**src/rtl/pwm_seq_pkg.sv**
```systemverilog
// Package: shared state encoding, register selects and control-word
// bit positions for the PWM apply sequencer.
package pwm_seq_pkg;

    // Sequencer steps; each write step drives one timer register write.
    typedef enum logic [3:0] {
        S_IDLE, S_EVAL, S_STOP, S_POL_STOP, S_POL_SET, S_POL_CNT,
        S_POL_START, S_LOAD, S_MATCH, S_EN_CTRL, S_EN_CNT, S_EN_START,
        S_DONE
    } seq_state_e;

    localparam logic [1:0] SEL_CTRL  = 2'd0;
    localparam logic [1:0] SEL_LOAD  = 2'd1;
    localparam logic [1:0] SEL_MATCH = 2'd2;
    localparam logic [1:0] SEL_CNT   = 2'd3;

    localparam int CB_START = 0;
    localparam int CB_INV   = 1;
    localparam int CB_PWM   = 2;

endpackage

```
**src/rtl/pwm_seq_calc.sv**
```systemverilog
// Module: pwm_seq_calc
// Purpose: turns a period and a high time (cycles) into reload and match
//          values for an up-counter that wraps at all-ones, after clamping
//          the high time to 1..period-1.
// Assumes: purely combinational; 'bad' flags a period below 2, and the
//          load/match outputs are meaningless in that case.
module pwm_seq_calc #(
    parameter int CW = 32
) (
    input  logic [CW-1:0] period,
    input  logic [CW-1:0] duty,
    output logic          bad,
    output logic [CW-1:0] load,
    output logic [CW-1:0] match
);
    localparam logic [CW-1:0] ONE = CW'(1);
    localparam logic [CW-1:0] TWO = CW'(2);

    logic [CW-1:0] duty_c;

    // Clamp the high time and form reload/match values.
    always_comb begin
        bad = (period < TWO);
        if (duty == '0)
            duty_c = ONE;
        else if (duty >= period)
            duty_c = period - ONE;
        else
            duty_c = duty;
        load  = '0 - period;
        match = load + duty_c - ONE;
    end
endmodule

```
**src/rtl/pwm_seq_wrenc.sv**
```systemverilog
// Module: pwm_seq_wrenc
// Purpose: maps the current sequencer step onto the timer write port
//          (strobe, register select, data).
// Assumes: CW >= 3 so the control bits fit; the step value is registered.
module pwm_seq_wrenc
    import pwm_seq_pkg::*;
#(
    parameter int CW = 32
) (
    input  seq_state_e    state,
    input  logic          cur_inv,
    input  logic          new_inv,
    input  logic [CW-1:0] load,
    input  logic [CW-1:0] match,
    output logic          wr_en,
    output logic [1:0]    wr_sel,
    output logic [CW-1:0] wr_data
);
    localparam logic [CW-1:0] PRESET = {CW{1'b1}} - CW'(1);

    // Build a control word with PWM mode always on.
    function automatic logic [CW-1:0] ctrl_word(input logic start, input logic inv);
        logic [CW-1:0] w;
        w = '0;
        w[CB_START] = start;
        w[CB_INV]   = inv;
        w[CB_PWM]   = 1'b1;
        return w;
    endfunction

    // Decode the step into one register write.
    always_comb begin
        wr_en   = 1'b1;
        wr_sel  = SEL_CTRL;
        wr_data = '0;
        unique case (state)
            S_STOP, S_POL_STOP:     wr_data = ctrl_word(1'b0, cur_inv);
            S_POL_SET:              wr_data = ctrl_word(1'b0, new_inv);
            S_EN_CTRL:              wr_data = ctrl_word(1'b0, cur_inv);
            S_POL_START, S_EN_START: wr_data = ctrl_word(1'b1, cur_inv);
            S_POL_CNT, S_EN_CNT: begin
                wr_sel  = SEL_CNT;
                wr_data = PRESET;
            end
            S_LOAD: begin
                wr_sel  = SEL_LOAD;
                wr_data = load;
            end
            S_MATCH: begin
                wr_sel  = SEL_MATCH;
                wr_data = match;
            end
            default: wr_en = 1'b0;
        endcase
    end
endmodule

```
**src/rtl/pwm_apply_seq.sv**
```systemverilog
// Module: pwm_apply_seq
// Purpose: accepts one PWM request while idle and issues the ordered
//          timer writes (stop, inversion change, reload/match, preset,
//          start), ending with a one-cycle done pulse and error flag.
// Assumes: it is the only writer of the timer, so its shadow of the run
//          state, inversion and applied pair tracks the timer exactly.
module pwm_apply_seq
    import pwm_seq_pkg::*;
#(
    parameter int CW = 32
) (
    input  logic          clk,
    input  logic          rst_n,
    input  logic          req_valid,
    input  logic          req_enable,
    input  logic          req_invert,
    input  logic [CW-1:0] req_period,
    input  logic [CW-1:0] req_duty,
    output logic          busy,
    output logic          done,
    output logic          err,
    output logic          tmr_wr_en,
    output logic [1:0]    tmr_wr_sel,
    output logic [CW-1:0] tmr_wr_data
);
    localparam logic [CW-1:0] PRESET = {CW{1'b1}} - CW'(1);

    seq_state_e    state, nxt;
    logic          rq_en, rq_inv, was_run, run_q, pol_q, err_q, err_set;
    logic [CW-1:0] rq_per, rq_duty, app_per, app_duty;
    logic          bad;
    logic [CW-1:0] load, match;
    seq_state_e    en_next, cfg_next;

    pwm_seq_calc #(.CW(CW)) calc_i (
        .period(rq_per), .duty(rq_duty), .bad(bad), .load(load), .match(match)
    );

    pwm_seq_wrenc #(.CW(CW)) wrenc_i (
        .state(state), .cur_inv(pol_q), .new_inv(rq_inv), .load(load),
        .match(match), .wr_en(tmr_wr_en), .wr_sel(tmr_wr_sel),
        .wr_data(tmr_wr_data)
    );

    // Choose the step that follows the reload/match stage and the start stage.
    always_comb begin
        en_next  = (rq_en && !was_run) ? S_EN_CTRL : S_DONE;
        if (bad)
            cfg_next = S_DONE;
        else if (rq_per == app_per && rq_duty == app_duty)
            cfg_next = en_next;
        else
            cfg_next = S_LOAD;
    end

    // Next-state decision and error capture for the step sequence.
    always_comb begin
        nxt     = state;
        err_set = 1'b0;
        unique case (state)
            S_IDLE:      if (req_valid) nxt = S_EVAL;
            S_EVAL: begin
                if (run_q && !rq_en)
                    nxt = S_STOP;
                else if (rq_inv != pol_q)
                    nxt = run_q ? S_POL_STOP : S_POL_SET;
                else begin
                    nxt     = cfg_next;
                    err_set = bad;
                end
            end
            S_STOP:      nxt = S_DONE;
            S_POL_STOP:  nxt = S_POL_SET;
            S_POL_SET: begin
                if (was_run)
                    nxt = S_POL_CNT;
                else begin
                    nxt     = cfg_next;
                    err_set = bad;
                end
            end
            S_POL_CNT:   nxt = S_POL_START;
            S_POL_START: begin
                nxt     = cfg_next;
                err_set = bad;
            end
            S_LOAD:      nxt = S_MATCH;
            S_MATCH:     nxt = en_next;
            S_EN_CTRL:   nxt = S_EN_CNT;
            S_EN_CNT:    nxt = S_EN_START;
            S_EN_START:  nxt = S_DONE;
            default:     nxt = S_IDLE;
        endcase
    end

    // State register, request latch and timer shadow updates.
    always_ff @(posedge clk) begin
        if (!rst_n) begin
            state    <= S_IDLE;
            rq_en    <= 1'b0;
            rq_inv   <= 1'b0;
            rq_per   <= '0;
            rq_duty  <= '0;
            was_run  <= 1'b0;
            run_q    <= 1'b0;
            pol_q    <= 1'b0;
            err_q    <= 1'b0;
            app_per  <= '0;
            app_duty <= '0;
        end else begin
            state <= nxt;
            if (state == S_IDLE && req_valid) begin
                rq_en   <= req_enable;
                rq_inv  <= req_invert;
                rq_per  <= req_period;
                rq_duty <= req_duty;
                was_run <= run_q;
                err_q   <= 1'b0;
            end
            if (err_set) err_q <= 1'b1;
            if (state == S_STOP || state == S_POL_STOP) run_q <= 1'b0;
            if (state == S_POL_START || state == S_EN_START) run_q <= 1'b1;
            if (state == S_POL_SET) pol_q <= rq_inv;
            if (state == S_MATCH) begin
                app_per  <= rq_per;
                app_duty <= rq_duty;
            end
        end
    end

    // Status outputs.
    always_comb begin
        busy = (state != S_IDLE);
        done = (state == S_DONE);
        err  = done && err_q;
    end

    a_r8_done_single: assert property (@(posedge clk) disable iff (!rst_n)
        done |=> !done);
    a_r1_stop_then_done: assert property (@(posedge clk) disable iff (!rst_n)
        (state == S_STOP) |=> (done && !err));
    a_r3_no_match_before_err: assert property (@(posedge clk) disable iff (!rst_n)
        err |-> !$past(tmr_wr_en && tmr_wr_sel == SEL_MATCH));
    a_r5_match_after_load: assert property (@(posedge clk) disable iff (!rst_n)
        (tmr_wr_en && tmr_wr_sel == SEL_MATCH) |->
        $past(tmr_wr_en && tmr_wr_sel == SEL_LOAD));
    a_r7_start_after_preset: assert property (@(posedge clk) disable iff (!rst_n)
        (tmr_wr_en && tmr_wr_sel == SEL_CTRL && tmr_wr_data[CB_START]) |->
        $past(tmr_wr_en && tmr_wr_sel == SEL_CNT && tmr_wr_data == PRESET));
    a_r4_match_window: assert property (@(posedge clk) disable iff (!rst_n)
        (tmr_wr_en && tmr_wr_sel == SEL_MATCH) |->
        (match >= load && match != {CW{1'b1}}));
    a_r9_request_held: assert property (@(posedge clk) disable iff (!rst_n)
        busy |=> ($stable(rq_per) && $stable(rq_duty) && $stable(rq_en)));
endmodule

```
**config.mk**
```make
export PLATFORM = sky130hd
export DESIGN_NAME = pwm_apply_seq
export DESIGN_NICKNAME = d
export VERILOG_FILES = /design/src/rtl/pwm_seq_pkg.sv /design/src/rtl/pwm_seq_calc.sv /design/src/rtl/pwm_seq_wrenc.sv /design/src/rtl/pwm_apply_seq.sv
export SDC_FILE = /design/constraint.sdc
export NUM_CORES = 1
export LEC_CHECK = 0
export ABC_AREA = 1
export ABC_CLOCK_PERIOD_IN_PS = 5800
export BUFFER_PORTS_ARGS = -buffer_cell sky130_fd_sc_hd__clkbuf_2
export CAP_MARGIN = 10
export CORE_UTILIZATION = 60
export DETAILED_ROUTE_END_ITERATION = 6
export HOLD_SLACK_MARGIN = 0.1
export PLACE_DENSITY = 0.77
export SLEW_MARGIN = 20
export SYNTH_ARGS = -nofsm -noshare
export SYNTH_HDL_FRONTEND = slang
export SYNTH_HIERARCHICAL = 1
export SYNTH_SLANG_ARGS = --single-unit
export TNS_END_PERCENT = 1
```
**constraint.sdc**
```tcl
create_clock -name clk -period 5.8 [get_ports clk]
set_clock_uncertainty 0.15 [all_clocks]
set_input_delay 0.58 -clock clk [delete_from_list [all_inputs] [get_ports clk]]
set_output_delay 0.58 -clock clk [all_outputs]
set_load 0.005 [all_outputs]
```
== Word level (Yosys, flattened, before mapping) ==
Cells that the tools add are included.

* Add/subtract/negate cells: 4
* Magnitude comparators: 2
* Equal/unequal tests: 16
* Multiplexer cells: 22
* Reduce and logical (&&, ||, !) cells: 19

{| class="wikitable"
|+ Operators by type and width
! cell !! count
|-
| 32-bit case mux with 6 select lines || 1
|-
| 32-bit == test || 2
|-
| 32-bit 2-to-1 mux || 2
|-
| 32-bit by 1-bit subtractor with 32-bit output, second input constant || 2
|-
| 4-bit case mux with 11 select lines || 1
|-
| 32-bit adder || 1
|-
| 32-bit greater-or-equal comparator || 1
|-
| 32-bit logical NOT || 1
|-
| 32-bit by 2-bit < comparator with 1-bit output, second input constant || 1
|-
| 1-bit by 32-bit subtractor with 32-bit output, first input constant || 1
|-
| 4-bit 2-to-1 mux || 6
|-
| 4-bit == test, second input constant || 5
|-
| 4-bit by 3-bit == test with 1-bit output, second input constant || 4
|-
| 10-bit OR reduction || 1
|-
| 4-bit by 2-bit == test with 1-bit output, second input constant || 2
|-
| 1-bit 2-to-1 mux || 8
|-
| 3-bit 2-to-1 mux || 2
|-
| 2-bit case mux with 3 select lines || 1
|-
| 2-bit OR reduction || 3
|-
| 1-bit logical AND || 5
|-
| 4-bit by 1-bit == test with 1-bit output, second input constant || 1
|-
| 4-bit logical NOT || 1
|-
| 2-bit nonzero test || 2
|-
| 4-bit nonzero test || 1
|-
| other kinds (6) || 8
|}

* Flip-flop bits (word level): 138
* Output and inout port bits: 38
* Word-level logic and storage cells: 74

== Longest topological paths before layout ==
* Depth after elaboration: 8
* Mapped depth: 30

== Hierarchy ==
Netlist, hierarchy kept.

{| class="wikitable"
|+ By module, submodules not included
! module !! instances !! cells an instance !! area an instance (sq um) !! sequential area each (sq um)
|-
| pwm_apply_seq || 1 || 885 || 6,134.6 || 2,762.6
|-
| pwm_seq_calc || 1 || 802 || 4,635.7 || 0.0
|-
| pwm_seq_wrenc || 1 || 143 || 778.2 || 0.0
|}

== Worst setup path after synthesis ==
OpenSTA, ideal clock, no wires.

* Kind: flip-flop to output port
* From: register rq_per[29]
* To: output tmr_wr_data[31]
* Arrival time: 3.748 ns
* Required time: 5.070 ns
* Path slack: 1.322 ns
* Stages on the path, launching flop included: 26
* Path buffers: 2
* Cell sequence: dfxtp_1 > inv_1 > ha_1 > nand2_1 > nor2_1 > nand4_1 > nor3b_1 > nand2_1 > nand2_1 > buf_4 > buf_2 > o21ai_0 > ha_1 > inv_1 > ha_1 > fa_1 > nand3_1 > nand2_1 > a21oi_1 > o21ai_0 > a21oi_1 > inv_1 > nand3_1 > nand2_1 > nand2_1 > nand3_1

* Cells in the longest elaborated chain, start to end: 6
* Elaborated cells between the ends (all ways): 8
* Those cells by class: 4 x add/sub; 1 x order compare; 3 x mux

{| class="wikitable"
|+ Ends and longest elaborated chain
! element !! RTL line !! RTL
|-
| start, declared || pwm_apply_seq.sv:30 || <nowiki>logic [CW-1:0] rq_per, rq_duty, app_per, app_duty;</nowiki>
|-
| start signal, assigned || pwm_apply_seq.sv:115 || <nowiki>rq_per <= req_period;</nowiki>
|-
| 32-bit by 1-bit subtractor with 32-bit output / 32-bit greater-or-equal comparator (equally long branches) || pwm_seq_calc.sv:27, pwm_seq_calc.sv:26 ||
|-
| 32-bit 2-to-1 mux || pwm_seq_calc.sv:26 || <nowiki>else if (duty >= period)</nowiki>
|-
| 32-bit 2-to-1 mux || pwm_seq_calc.sv:24 || <nowiki>if (duty == '0)</nowiki>
|-
| 32-bit adder * || pwm_seq_calc.sv:31 || <nowiki>match = load + duty_c - ONE;</nowiki>
|-
| 32-bit by 1-bit subtractor with 32-bit output * || pwm_seq_calc.sv:31 ||
|-
| via match[31] || pwm_apply_seq.sv:32 || <nowiki>logic [CW-1:0] load, match;</nowiki>
|-
| 32-bit case mux with 6 select lines * || pwm_seq_wrenc.sv:36 || <nowiki>unique case (state)</nowiki>
|-
| end, declared || pwm_apply_seq.sv:24 || <nowiki>output logic [CW-1:0] tmr_wr_data</nowiki>
|}

Mark *: on every way through the listed nets, which the timed path passes. The rest lies on a longest branch.

== Worst setup path after layout ==
* From: register rq_duty[31]
* To: output tmr_wr_data[22]

* Cells in the longest elaborated chain, start to end: 6
* Elaborated cells between the ends (all ways): 7
* Those cells by class: 2 x add/sub; 1 x order compare; 3 x mux; 1 x reduce/logical

{| class="wikitable"
|+ Ends and longest elaborated chain
! element !! RTL line !! RTL
|-
| start, declared || pwm_apply_seq.sv:30 ||
|-
| start signal, assigned || pwm_apply_seq.sv:116 || <nowiki>rq_duty <= req_duty;</nowiki>
|-
| 32-bit greater-or-equal comparator || pwm_seq_calc.sv:26 ||
|-
| 32-bit 2-to-1 mux || pwm_seq_calc.sv:26 ||
|-
| 32-bit 2-to-1 mux * || pwm_seq_calc.sv:24 ||
|-
| 32-bit adder * || pwm_seq_calc.sv:31 ||
|-
| 32-bit by 1-bit subtractor with 32-bit output * || pwm_seq_calc.sv:31 ||
|-
| via match[22] || pwm_apply_seq.sv:32 ||
|-
| 32-bit case mux with 6 select lines * || pwm_seq_wrenc.sv:36 ||
|}

Marks and branches as above.

==> summary.md <==
| Metric | Value |
|---|---|
| Core area | `18800 um2` |
| Worst skew pair latency | `430 ps` |
| Min-delay worst type | `in -> reg` |
| Ant diodes | `0` |
| CP max stage delay | `~450 ps` |
| Clock-pin transition on the worst setup and hold timing paths | `approximately 60 ps` |
| Number of max-cap violations | `0` |
| CTS tree | `done` |
| Area delta synth->final | `11.2%` |
| Commonest non-fill, non-tap cell in the layout | `nand2_1` |
| Dominant cell type by area after synthesis | `dfxtp_1` |
| Unrepaired setup endpoints after global routing | `false` |
| Drt via density | `5.54` |
| First-pass GRT wire length | `roughly 55 mm` |
| # IOs | `between 100 and 150` |
| Clock sinks | `between 100 and 150` |
| Port Buf Inserts | `between 100 and 150` |
| Pins Over Slew Limit | `0` |
| Post-layout util | `roughly two thirds` |
| Worst EP required | `~5000 ps` |
| CP Depth | `23` |
| Buf+Inv Stages, Crit Path | `4` |
| Final setup viols | `0` |
| Vias in the first global route | `10.9k` |
| # DRC | `0` |
| Final HPWL DP | `27.5 mm` |
| Row count | `50` |
| Top-area cell type share of the netlist area | `between 20% and 30%` |
| EDFF count, synth | `0` |
| Yosys warnings | `6` |
| Headroom to the max-slew limit | `between 20% and 30%` |
| Grt total ovfl | `0` |
| CP arrival | `around 4800 ps` |
| Design Area, Final | `12800 um2` |
| Top cell by count, worst path | `nand2_1` |
| Worst path cell trace | `buf_4 -> nor4_1 -> nand2_1 -> nor2_1 -> nand2_1 -> clkinvlp_4 -> a21oi_1 -> o21ai_0 -> ha_1 -> inv_1 -> ha_1 -> nand3_1 -> nand2_1 -> a21oi_1 -> o21ai_1 -> a21o_1 -> nand3_1 -> nand2_1 -> nand2_1 -> nand2_1 -> nand2_1 -> nand3_1 -> clkbuf_2` |
| Ys flop type | `dfxtp_1` |
| Largest net degree at the start of global routing | `slightly below 70` |
| Initial Utilization | `about three fifths` |
| Placed Cells incl. Taps | `approximately 2.1k` |
| Root buf cell | `clkbuf_16` |
| Final #Nets | `2089` |
| Final Hold Viols | `0` |
| Hold path depth | `3` |
| Cell Area, Synth | `11500 um2` |
| Status | `finished clean` |
| Die Height | `141 um` |
| Max Fclk | `180 MHz` |
| Seq/Total Area, Yosys | `23.9%` |
| Die W | `141 um` |
| Fin crit period | `~5500 ps` |
| Layout cells sized above 1 | `between 10 and 15%` |
| Commonest non-fill, non-tap cells in the layout | `nand2_1 (419), inv_1 (315), a21oi_1 (212)` |
| Synth Register Bits | `around 140` |
| Fin crit share | `95.6%` |
| Worst-path maximum fanout | `11` |
| Drt wl/cell | `16.2 um` |
| Fin cells | `about 2.2k` |
| CP Launch Type | `register` |
| Gr usage total | `a little over a third` |
| Yosys cell types | `48` |
| WL final | `35.0 mm` |
| Routed Antenna Nets | `0` |
| Placer Congestion | `1.02` |
| CTS H-tree depth | `4` |
| Asr flop ratio synth | `0%` |
| Avg Cell Area, Syn | `approximately 6.3 um2` |
| Setup Fix Bufs, Post-CTS | `0` |
| Crit path max-delay family | `simple AND/OR/NAND/NOR gates` |
| Clock tree buffer depth | `2` |
| Worst Tran Pin Value | `~1100 ps` |
| Die Area | `19800 um2` |
| 1st-iter DRT viols | `760` |
| TritonCTS Buffers | `17` |
| Synth top area cells | `dfxtp_1 (24%), nand2_1 (14%), ha_1 (11%), inv_1 (10%), a21oi_1 (9.3%)` |
| Placed Instance Area | `about 12000 um2` |
| Cells after Synth | `between 1.5k and 2k` |
| Initial DRT Pass Iterations | `5` |
| Critical path class | `reg -> out` |
| Setup crit end kind | `output port` |
| Post-Syn Nets | `between 1.5k and 2k` |
| Reg2reg path depth | `9` |
| Slowest cell on crit path | `clkinvlp_4` |
| Vias | `roughly 12k` |
| Initial antenna violation count | `0` |
| Post-route setup TNS | `0 ps` |
| Hold_buf cts | `0` |
final cells by class:
class	count	area (um2)
Clock inverter	15	190
Timing Repair inverter	1	5.00
Multi-Input combinational cell	1290	7110
Timing Repair Buffer	135	774
Sequential cell	138	2760
Fill cell	1725	5930
Inverter	338	1280
Tap cell	234	293
Clock buffer	17	425
cell families after synthesis:
logic type | Yosys count | share of synthesized area, %
xor+xnor | 56 | 4.50
compound gates | 433 | 19.5
flops | 138 | 23.9
buf+inv | 402 | 14.8
fa+ha+maj | 99 | 10.8
simple gates | 702 | 26.5
synthesized netlist by cell type, types with 2 or more instances:
library cell and instances:
o221ai_1 2, nor2_1 126, nor4_1 11, buf_6 17
o211ai_1 9, nor3b_1 2, buf_4 6, nand3_2 10
nor2_8 2, nor3_1 12, nand4_1 18, nand2_1 420
xor2_1 44, inv_1 316, xnor2_1 9, clkbuf_1 22
dfxtp_1 138, o21a_1 5, a31oi_1 3, nor2_2 14
o22ai_1 3, a21oi_1 214, o21ai_2 2, or2_2 4
inv_2 19, buf_2 17, nor2_4 5, nand3_1 64
a21o_1 7, inv_4 3, o21bai_1 2, ha_1 98
o21ai_1 28, xor2_2 2, nand2_2 9, o21ai_0 155
state kept, by name, summed over array words and instances (netlist names):
name / count
pol_q: 1
rq_inv: 1
app_per: 32
err_q: 1
was_run: 1
state: 4
app_duty: 32
run_q: 1
rq_per: 32
rq_en: 1
rq_duty: 32
worst reg2reg max path: stages, from the launching register on:
cell and delay (ps):
dfxtp_1 520, nor2_2 230, inv_2 100, nor2_4 120, inv_4 60, nor2_8 110
clkinv_2 730, buf_4 550, o21ai_0 490, a21oi_1 80
stage by stage:
step / worst slack [ps] / hold WS, ps
3_5_place_dp: 500 / 316
2_1_floorplan: 1320 / 294
5_1_grt: 25.8 / 264
4_1_cts: 36.2 / 240
6_report: 254 / 243
3_3_place_gp: 557 / 306
worst paths after layout:
| kind | endpoint | start | slack (ps) |
|---|---|---|---|
| worst min-delay path | rq_inv | req_invert | 240 |
| worst max-delay path | tmr_wr_data[22] | rq_duty[31] | 250 |
| worst max register to register | rq_per[6] | state[1] | 2500 |
| worst min register to register | run_q | run_q | 320 |
routing by layer:
metal	track usage, %	wire [um]	up-vias
li1	-	-	6030
met1	48.2	15900	5499
met2	58.7	16000	409
met3	3.67	1980	65
met4	13.8	1140	0
met5	0	0	-
repair_timing:
item | in CTS | in global routing
setup endpoints to repair | 0 | 18
hold endpoints to repair | 0 | 0
resized for setup | 0 | 9
Power is not shown: default switching activity piles up to over one toggle a cycle in this logic, so the estimate is an artifact.
